`config.mk`:
```
export PLATFORM = sky130hd
export DESIGN_NAME = irq_concentrator
export DESIGN_NICKNAME = d
export VERILOG_FILES = /design/src/rtl/irqc_pkg.sv /design/src/rtl/irqc_src_slot.sv /design/src/rtl/irqc_arbiter.sv /design/src/rtl/irqc_ack_unit.sv /design/src/rtl/irq_concentrator.sv
export SDC_FILE = /design/constraint.sdc
export NUM_CORES = 1
export LEC_CHECK = 0
export ABC_AREA = 1
export BUFFER_PORTS_ARGS = -buffer_cell sky130_fd_sc_hd__buf_4
export CAP_MARGIN = 30
export CORE_UTILIZATION = 56
export CTS_BUF_LIST = sky130_fd_sc_hd__clkbuf_4 sky130_fd_sc_hd__clkbuf_8
export CTS_CLUSTER_DIAMETER = 100
export DETAILED_ROUTE_END_ITERATION = 16
export PLACE_DENSITY_LB_ADDON = 0.05
export SLEW_MARGIN = 0
export SYNTH_ARGS = -nofsm -noshare
export SYNTH_HDL_FRONTEND = slang
export SYNTH_SLANG_ARGS = --single-unit
```
`constraint.sdc`:
```
create_clock -name clk -period 13.7 [get_ports clk]
set_input_delay 2.74 -clock clk [delete_from_list [all_inputs] [get_ports clk]]
set_output_delay 2.74 -clock clk [all_outputs]
set_load 0.1 [all_outputs]
```
`src/rtl/irqc_pkg.sv`:
```
package irqc_pkg;

    localparam int NUM_SRC    = 12;
    localparam int LVL_W      = 3;
    localparam int DATA_W     = 8;
    localparam int ADDR_W     = 4;
    localparam int IDX_W      = $clog2(NUM_SRC);
    localparam int NUM_HW     = 10;
    localparam int ABORT_IDX  = 2;
    localparam int SERIAL_IDX = 3;
    localparam int GEN_ADDR   = NUM_SRC;
    localparam int VBASE_ADDR = NUM_SRC + 1;

    localparam int PEND_BIT   = 7;
    localparam int LIVE_BIT   = 6;
    localparam int SWSET_BIT  = 6;
    localparam int EXTV_BIT   = 4;
    localparam int EN_BIT     = 3;
    localparam int GEN_EN_BIT = 4;

    typedef enum logic [1:0] {
        SRC_PLAIN,
        SRC_SERIAL,
        SRC_ABORT,
        SRC_SOFT
    } src_kind_e;

    typedef struct packed {
        logic             pend;
        logic             live;
        logic             extv;
        logic             en;
        logic [LVL_W-1:0] lvl;
    } src_state_t;

    typedef struct packed {
        logic              valid;
        logic              ext;
        logic [DATA_W-1:0] vec;
    } ack_rsp_t;

    function automatic src_kind_e kind_of(input int idx);
        if (idx >= NUM_HW)      return SRC_SOFT;
        if (idx == SERIAL_IDX)  return SRC_SERIAL;
        if (idx == ABORT_IDX)   return SRC_ABORT;
        return SRC_PLAIN;
    endfunction

    function automatic logic [DATA_W-1:0] pack_ctrl(input src_state_t s);
        logic [DATA_W-1:0] b;
        b = '0;
        b[PEND_BIT]  = s.pend;
        b[LIVE_BIT]  = s.live;
        b[EXTV_BIT]  = s.extv;
        b[EN_BIT]    = s.en;
        b[LVL_W-1:0] = s.lvl;
        return b;
    endfunction

endpackage

```
`src/rtl/irqc_src_slot.sv`:
```
module irqc_src_slot
    import irqc_pkg::*;
#(
    parameter src_kind_e KIND = SRC_PLAIN
) (
    input  logic              clk,
    input  logic              rst,
    input  logic              wr,
    input  logic [DATA_W-1:0] wdata,
    input  logic              hw_rise,
    input  logic              hw_live,
    output src_state_t        st
);

    logic             pend_q;
    logic             en_q;
    logic [LVL_W-1:0] lvl_q;
    logic             extv_q;
    logic             set_ev;
    logic             clr_ev;
    logic             unused_bits;

    assign unused_bits = ^{hw_live, hw_rise, wdata[6:4]};

    generate
        if (KIND == SRC_SOFT) begin : g_soft
            assign set_ev = wr && wdata[SWSET_BIT];
        end else begin : g_hw
            assign set_ev = hw_rise;
        end
    endgenerate

    assign clr_ev = wr && wdata[PEND_BIT];

    always_ff @(posedge clk) begin
        if (rst) begin
            pend_q <= 1'b0;
            en_q   <= 1'b0;
            lvl_q  <= '0;
        end else begin
            if (set_ev)
                pend_q <= 1'b1;
            else if (clr_ev)
                pend_q <= 1'b0;
            if (wr) begin
                en_q  <= wdata[EN_BIT];
                lvl_q <= wdata[LVL_W-1:0];
            end
        end
    end

    generate
        if (KIND == SRC_SERIAL) begin : g_extv
            always_ff @(posedge clk) begin
                if (rst)
                    extv_q <= 1'b0;
                else if (wr)
                    extv_q <= wdata[EXTV_BIT];
            end
        end else begin : g_no_extv
            assign extv_q = 1'b0;
        end
    endgenerate

    generate
        if (KIND == SRC_ABORT) begin : g_live
            assign st.live = hw_live;
        end else begin : g_no_live
            assign st.live = 1'b0;
        end
    endgenerate

    assign st.pend = pend_q;
    assign st.extv = extv_q;
    assign st.en   = en_q;
    assign st.lvl  = lvl_q;

endmodule

```
`src/rtl/irqc_arbiter.sv`:
```
module irqc_arbiter #(
    parameter int N  = 12,
    parameter int LW = 3,
    parameter int IW = 4
) (
    input  logic [N-1:0]         req,
    input  logic [N-1:0][LW-1:0] lvl,
    output logic [LW-1:0]        win_lvl,
    output logic [IW-1:0]        win_idx
);

    always_comb begin
        win_lvl = '0;
        win_idx = '0;
        for (int i = 0; i < N; i++) begin
            if (req[i] && (lvl[i] > win_lvl)) begin
                win_lvl = lvl[i];
                win_idx = IW'(i);
            end
        end
    end

endmodule

```
`src/rtl/irqc_ack_unit.sv`:
```
module irqc_ack_unit
    import irqc_pkg::*;
(
    input  logic              clk,
    input  logic              rst,
    input  logic              iack_req,
    input  logic [LVL_W-1:0]  iack_level,
    input  logic [LVL_W-1:0]  cur_level,
    input  logic [IDX_W-1:0]  win_idx,
    input  logic [DATA_W-1:0] vbase,
    input  logic              serial_extv,
    output ack_rsp_t          rsp
);

    logic     hit;
    logic     ext;
    ack_rsp_t rsp_d;

    assign hit = iack_req && (iack_level == cur_level) && (cur_level != '0);
    assign ext = (win_idx == IDX_W'(SERIAL_IDX)) && !serial_extv;

    always_comb begin
        rsp_d.valid = hit;
        rsp_d.ext   = hit && ext;
        rsp_d.vec   = '0;
        if (hit && !ext)
            rsp_d.vec = vbase + DATA_W'(win_idx);
    end

    always_ff @(posedge clk) begin
        if (rst)
            rsp <= '0;
        else
            rsp <= rsp_d;
    end

endmodule

```
`src/rtl/irq_concentrator.sv`:
```
module irq_concentrator
    import irqc_pkg::*;
(
    input  logic              clk,
    input  logic              rst,
    input  logic              bus_we,
    input  logic [ADDR_W-1:0] bus_addr,
    input  logic [DATA_W-1:0] bus_wdata,
    output logic [DATA_W-1:0] bus_rdata,
    input  logic [NUM_HW-1:0] hw_irq,
    output logic [LVL_W-1:0]  cpu_level,
    input  logic              iack_req,
    input  logic [LVL_W-1:0]  iack_level,
    output logic              ack_valid,
    output logic [DATA_W-1:0] ack_vector,
    output logic              ack_ext
);

    logic [NUM_HW-1:0]             hw_q;
    logic [NUM_HW-1:0]             hw_rise;
    src_state_t [NUM_SRC-1:0]      st;
    logic [NUM_SRC-1:0]            req;
    logic [NUM_SRC-1:0][LVL_W-1:0] lvl;
    logic [LVL_W-1:0]              win_lvl;
    logic [IDX_W-1:0]              win_idx;
    logic                          gen_en_q;
    logic [DATA_W-1:0]             vbase_q;
    ack_rsp_t                      rsp;

    always_ff @(posedge clk) begin
        if (rst)
            hw_q <= '0;
        else
            hw_q <= hw_irq;
    end

    assign hw_rise = hw_irq & ~hw_q;

    genvar gi;
    generate
        for (gi = 0; gi < NUM_SRC; gi++) begin : g_src
            localparam src_kind_e K = kind_of(gi);
            logic rise_i;
            logic live_i;
            if (gi < NUM_HW) begin : g_line
                assign rise_i = hw_rise[gi];
                assign live_i = hw_q[gi];
            end else begin : g_noline
                assign rise_i = 1'b0;
                assign live_i = 1'b0;
            end
            irqc_src_slot #(.KIND(K)) u_slot (
                .clk     (clk),
                .rst     (rst),
                .wr      (bus_we && (bus_addr == ADDR_W'(gi))),
                .wdata   (bus_wdata),
                .hw_rise (rise_i),
                .hw_live (live_i),
                .st      (st[gi])
            );
            assign req[gi] = st[gi].pend && st[gi].en;
            assign lvl[gi] = st[gi].lvl;
        end
    endgenerate

    always_ff @(posedge clk) begin
        if (rst) begin
            gen_en_q <= 1'b0;
            vbase_q  <= '0;
        end else if (bus_we) begin
            if (bus_addr == ADDR_W'(GEN_ADDR))
                gen_en_q <= bus_wdata[GEN_EN_BIT];
            if (bus_addr == ADDR_W'(VBASE_ADDR))
                vbase_q <= bus_wdata;
        end
    end

    irqc_arbiter #(.N(NUM_SRC), .LW(LVL_W), .IW(IDX_W)) u_arb (
        .req     (req),
        .lvl     (lvl),
        .win_lvl (win_lvl),
        .win_idx (win_idx)
    );

    assign cpu_level = gen_en_q ? win_lvl : '0;

    irqc_ack_unit u_ack (
        .clk         (clk),
        .rst         (rst),
        .iack_req    (iack_req),
        .iack_level  (iack_level),
        .cur_level   (cpu_level),
        .win_idx     (win_idx),
        .vbase       (vbase_q),
        .serial_extv (st[SERIAL_IDX].extv),
        .rsp         (rsp)
    );

    assign ack_valid  = rsp.valid;
    assign ack_vector = rsp.vec;
    assign ack_ext    = rsp.ext;

    always_comb begin
        bus_rdata = '0;
        for (int i = 0; i < NUM_SRC; i++)
            if (bus_addr == ADDR_W'(i))
                bus_rdata = pack_ctrl(st[i]);
        if (bus_addr == ADDR_W'(GEN_ADDR))
            bus_rdata[GEN_EN_BIT] = gen_en_q;
        if (bus_addr == ADDR_W'(VBASE_ADDR))
            bus_rdata = vbase_q;
    end

endmodule

```
==> qor_table.md <==
| Result | Value | Unit |
|:---|:---|:---|
| Outcome | complete, but fails checks | - |
| Violations in the final reports | setup timing | - |
| Die Footprint | 9912 | sq um |
| Clock buffers created by TritonCTS | 9 | - |
| Via count of the first global-routing pass | 5037 | - |
| Initial antenna violation count | 0 | - |
| Minimum clock period after layout | 13.73 | ns |
| Starting density of the core | 57.68 | % |
| Average vias per placed instance | 5.612 | - |
| Largest family of logic cells by synthesized area | simple AND/OR/NAND/NOR gates | - |
| Post-synthesis instance total | 772 | - |
| Capture instance of the worst register-to-register path | u_ack.rsp[5] | - |
| Unrepaired setup endpoints after global routing | true | - |
| Fraction of synthesized area in multiplexers | 0 | % |
| Critical Path End | cpu_level[1] | - |
| Share of synthesized cell area in full adder, half adder and majority cells | 5.305 | % |
| Reported max-cap violation count | 0 | - |
| H-tree levels | 3 | - |
| Leakage power total | 2.951 | nW |
| Post-Synthesis Mean Instance Area | 6.904 | sq um |
| Max rail drop VDD | 0.00004898 | V |
| Worst R2R Path Depth | 89 | - |
| Critical path depth | 78 | - |
| Top achievable clock speed | 0.07285 | GHz |
| P&R area growth vs syn | 30.75 | % |
| Wire length on met2 | 7636 | microns |
| Wire per inst | 15.99 | microns |
| TritonCTS clock tree | built | - |
| Wire length of the first global-routing pass | 24180 | microns |
| Drt drc | 0 | - |
| Latest clock arrival within the worst-skew pair | 0.37 | ns |
| # diodes | 0 | - |
| Share of the clock period used by the worst path after layout | 100.2 | % |
| Number of synthesized flops with an enable pin | 0 | - |
| Die H | 99.56 | microns |
| Class of the tightest hold or removal check | reg2reg | - |
| Areal power density over the cells | 75.28 | nW/um^2 |
| Number of storage elements in the synthesis netlist | 90 | - |
| Root Buffer Master | sky130_fd_sc_hd__clkbuf_8 | - |
| Overall routed net length | 15950 | microns |
| Cell type contributing the most total cell area after synthesis | sky130_fd_sc_hd__dfxtp_1 | - |
| Instance area at placement | 5976 | sq um |
| Antenna Violating Nets Remaining | 0 | - |
| Worst EP arrival | 10.99 | ns |
| Clock-pin slew on the worst setup and hold paths | 0.09 | ns |
| Finish-stage setup viols | 2 | - |
| CTS sink cnt | 90 | - |
| Max FO, Critical Path | 7 | - |
| Synthesized-area fraction occupied by and/or/nand/nor cells | 27.39 | % |
| Number of DRC violations after detailed-routing iteration 0 | 379 | - |
| WP data required | 10.96 | ns |
| Most common cell in the synthesized netlist | sky130_fd_sc_hd__inv_1 | - |
| Yosys top cell area share | 33.80 | % |
| Sequential area share after synthesis | 33.80 | % |
| Max-slew violations | 0 | - |
| Kind of cell with the highest combined delay on the critical path | simple AND/OR/NAND/NOR gates | - |
| Slew @ Worst Pin | 0.7596 | ns |
| Fin Setup TNS | -0.03893 | ns |
| Count of distinct cell types in the synthesized netlist | 41 | - |
| Synth Net Count | 823 | - |
| Worst setup margin | -0.02618 | ns |
| Worst Setup SP | g_src[0].u_slot.en_q | - |
| Buffers plus inverters on the worst setup path | 9 | - |
| Highest Signal Layer | met4 | - |
| Most common flop cell mapped by yosys | sky130_fd_sc_hd__dfxtp_1 | - |
| Chip width | 99.56 | microns |
| Worst hold margin | 0.4228 | ns |
| Area fraction in compound gates after synthesis | 22.23 | % |
| Via Count | 5595 | - |
| Aggregate global routing overflow | 0 | - |
| Met1 routed wirelength after detailed routing | 6538 | microns |
| Clock Tree Buf Depth | 2 | - |
| Power, Total | 0.5247 | mW |
| Port-buffer cells | 49 | - |
| Slowest cell delay on critical path | 0.38 | ns |
| Crit Path Class | reg2out | - |
| Count of standard-cell rows | 35 | - |
| Number of detailed-route iterations in the first pass | 4 | - |
| Routability congestion estimate | 0.9223 | - |
| Reg2Reg Setup Slack | 1.63 | ns |
| Cell area after layout | 6969 | sq um |
| Number of hold-slack violations in the final timing report | 0 | - |
| Total core area | 9240 | sq um |
| Sort of element at the end of the critical path | output port | - |
| Fraction of synthesized cell area in xor and xnor cells | 0.9859 | % |
| Maximum clock skew at final layout | 0.01307 | ns |
| List of most frequent post-synthesis cells | sky130_fd_sc_hd__inv_1, sky130_fd_sc_hd__nand2_1, sky130_fd_sc_hd__o21ai_0 | - |
| I/O pin cnt | 50 | - |
| Area of the mapped netlist | 5330 | sq um |
| Total length of routed met3 wires | 1286 | microns |
| Net total in the final layout | 916 | - |
| Share of post-route cells with drive strength above 1 | 31.22 | % |
| HPWL after detailed placement | 10710 | microns |
| Nature of the critical path startpoint | register | - |
| Most used cell along the critical path | sky130_fd_sc_hd__nand2_4 | - |
| Proportion of register bits with asynchronous set or reset after synthesis | 0 | % |
| Pin count of the biggest net entering global routing | 37 | - |
| Start of the worst register-to-register path | g_src[0].u_slot.en_q | - |
| Worst max-slew margin expressed relative to the limit | 49.30 | % |
| Count of synthesis-stage warnings from yosys | 0 | - |
| GRT Util Overall | 30.88 | % |
| Cell types occupying the most area after synthesis | sky130_fd_sc_hd__dfxtp_1, sky130_fd_sc_hd__o21ai_0, sky130_fd_sc_hd__inv_1 | - |
| Slowest cell on the critical path | sky130_fd_sc_hd__dfxtp_2 | - |
==> sequential cells by signal, indices dropped and copies added, names as in the netlist <==
| register | count |
|---|---|
| g_src.u_slot.en_q | 12 |
| g_src.u_slot.extv_q | 1 |
| g_src.u_slot.lvl_q | 36 |
| g_src.u_slot.pend_q | 12 |
| gen_en_q | 1 |
| hw_q | 10 |
| u_ack.rsp | 10 |
| vbase_q | 8 |
==> worst register-to-register path, delay by kind of cell, from the launching register on <==
family / cells / cell delay [ns]
simple gates: 45 / 4.45
compound gates: 20 / 3.11
fa+ha+maj: 12 / 3.00
buf+inv: 11 / 0.95
flops: 1 / 0.38
xor+xnor: 1 / 0.14
==> final cells by class <==
cell class                 count  area (sq um)
multi-input combinational    536          3535
clock inverter                 3         42.54
sequential                    90          1804
tap                          129         161.4
clock buffer                  11         138.9
timing repair buffer         100         795.8
inverter                     128         491.7
fill                         699          2271
==> worst min path at each step <==
stage / start / to / slack (ns) / cells after the start
floorplan: hw_q[0] / g_src[0].u_slot.pend_q / 0.41 / 1
global placement: hw_q[3] / g_src[3].u_slot.pend_q / 0.41 / 1
detailed placement: hw_q[3] / g_src[3].u_slot.pend_q / 0.42 / 1
CTS: hw_q[5] / g_src[5].u_slot.pend_q / 0.43 / 1
global route: hw_q[3] / g_src[3].u_slot.pend_q / 0.44 / 1
finish: hw_q[0] / g_src[0].u_slot.pend_q / 0.42 / 1
==> cell families after synthesis <==
logic type	Yosys count
buffers and inverters	146
xor gates and xnor gates	6
and+or+nand+nor	295
adders and majority gates	22
AOI/OAI and AO/OA	213
DFF	90
==> what timing repair did <==
action                                  4_1_cts  5_1_grt
endpoints found under the setup margin        3        3
hold buffers                                  0        0
resized for setup                            52       75
pin swaps                                    20       48
buffers inserted                              9       19
==> per-stage QoR <==
step           setup WS, ns  cells  util (%)
3_3_place_gp        0.03177    955     64.67
2_1_floorplan      0.002854    772         -
5_1_grt             -0.5234    997     75.42
4_1_cts            0.006487    978     69.84
3_5_place_dp        -0.6450    955     64.67
6_report           -0.02618    997     75.42
==> cells in the final DEF (no fill, tap or decap), types with 4 or more instances in the layout <==
master | netlist | layout
sky130_fd_sc_hd__nand3_2 | 14 | 15
sky130_fd_sc_hd__ha_1 | 21 | 6
sky130_fd_sc_hd__nor2_1 | 63 | 60
sky130_fd_sc_hd__nand2_2 | 31 | 34
sky130_fd_sc_hd__ha_4 | 0 | 15
sky130_fd_sc_hd__inv_2 | 8 | 14
sky130_fd_sc_hd__nor2_4 | 1 | 4
sky130_fd_sc_hd__o21ai_0 | 93 | 74
sky130_fd_sc_hd__nand2_1 | 111 | 93
sky130_fd_sc_hd__xor2_1 | 5 | 5
sky130_fd_sc_hd__nand2_4 | 6 | 20
sky130_fd_sc_hd__buf_4 | 0 | 95
sky130_fd_sc_hd__o21ai_4 | 0 | 8
sky130_fd_sc_hd__nand4_1 | 4 | 4
sky130_fd_sc_hd__clkinvlp_4 | 0 | 4
sky130_fd_sc_hd__o22ai_1 | 18 | 17
sky130_fd_sc_hd__o2111ai_1 | 8 | 8
sky130_fd_sc_hd__o21ai_1 | 1 | 6
sky130_fd_sc_hd__dfxtp_1 | 90 | 88
sky130_fd_sc_hd__inv_1 | 119 | 110
sky130_fd_sc_hd__clkbuf_8 | 0 | 9
sky130_fd_sc_hd__nand3_1 | 45 | 41
sky130_fd_sc_hd__nor2_2 | 8 | 8
sky130_fd_sc_hd__a21oi_2 | 4 | 6
sky130_fd_sc_hd__a21oi_1 | 77 | 75
sky130_fd_sc_hd__nor3_2 | 0 | 4
sky130_fd_sc_hd__o21ai_2 | 2 | 8
==> layer usage <==
metal	track usage (%)	up-vias
li1	-	2736
met1	41.16	2585
met2	51.82	227
met3	3.725	47
met4	10.41	0
met5	0	-
==> power by group <==
| part | internal [mW] | switching (mW) | leakage [nW] | total, mW |
|---|---|---|---|---|
| logic | 0.0233 | 0.0458 | 2.13 | 0.0691 |
| clock network | 0.0863 | 0.0937 | 0.0921 | 0.180 |
| registers | 0.270 | 0.00592 | 0.734 | 0.276 |
No activity file was read; power rests on OpenSTA's default activity.
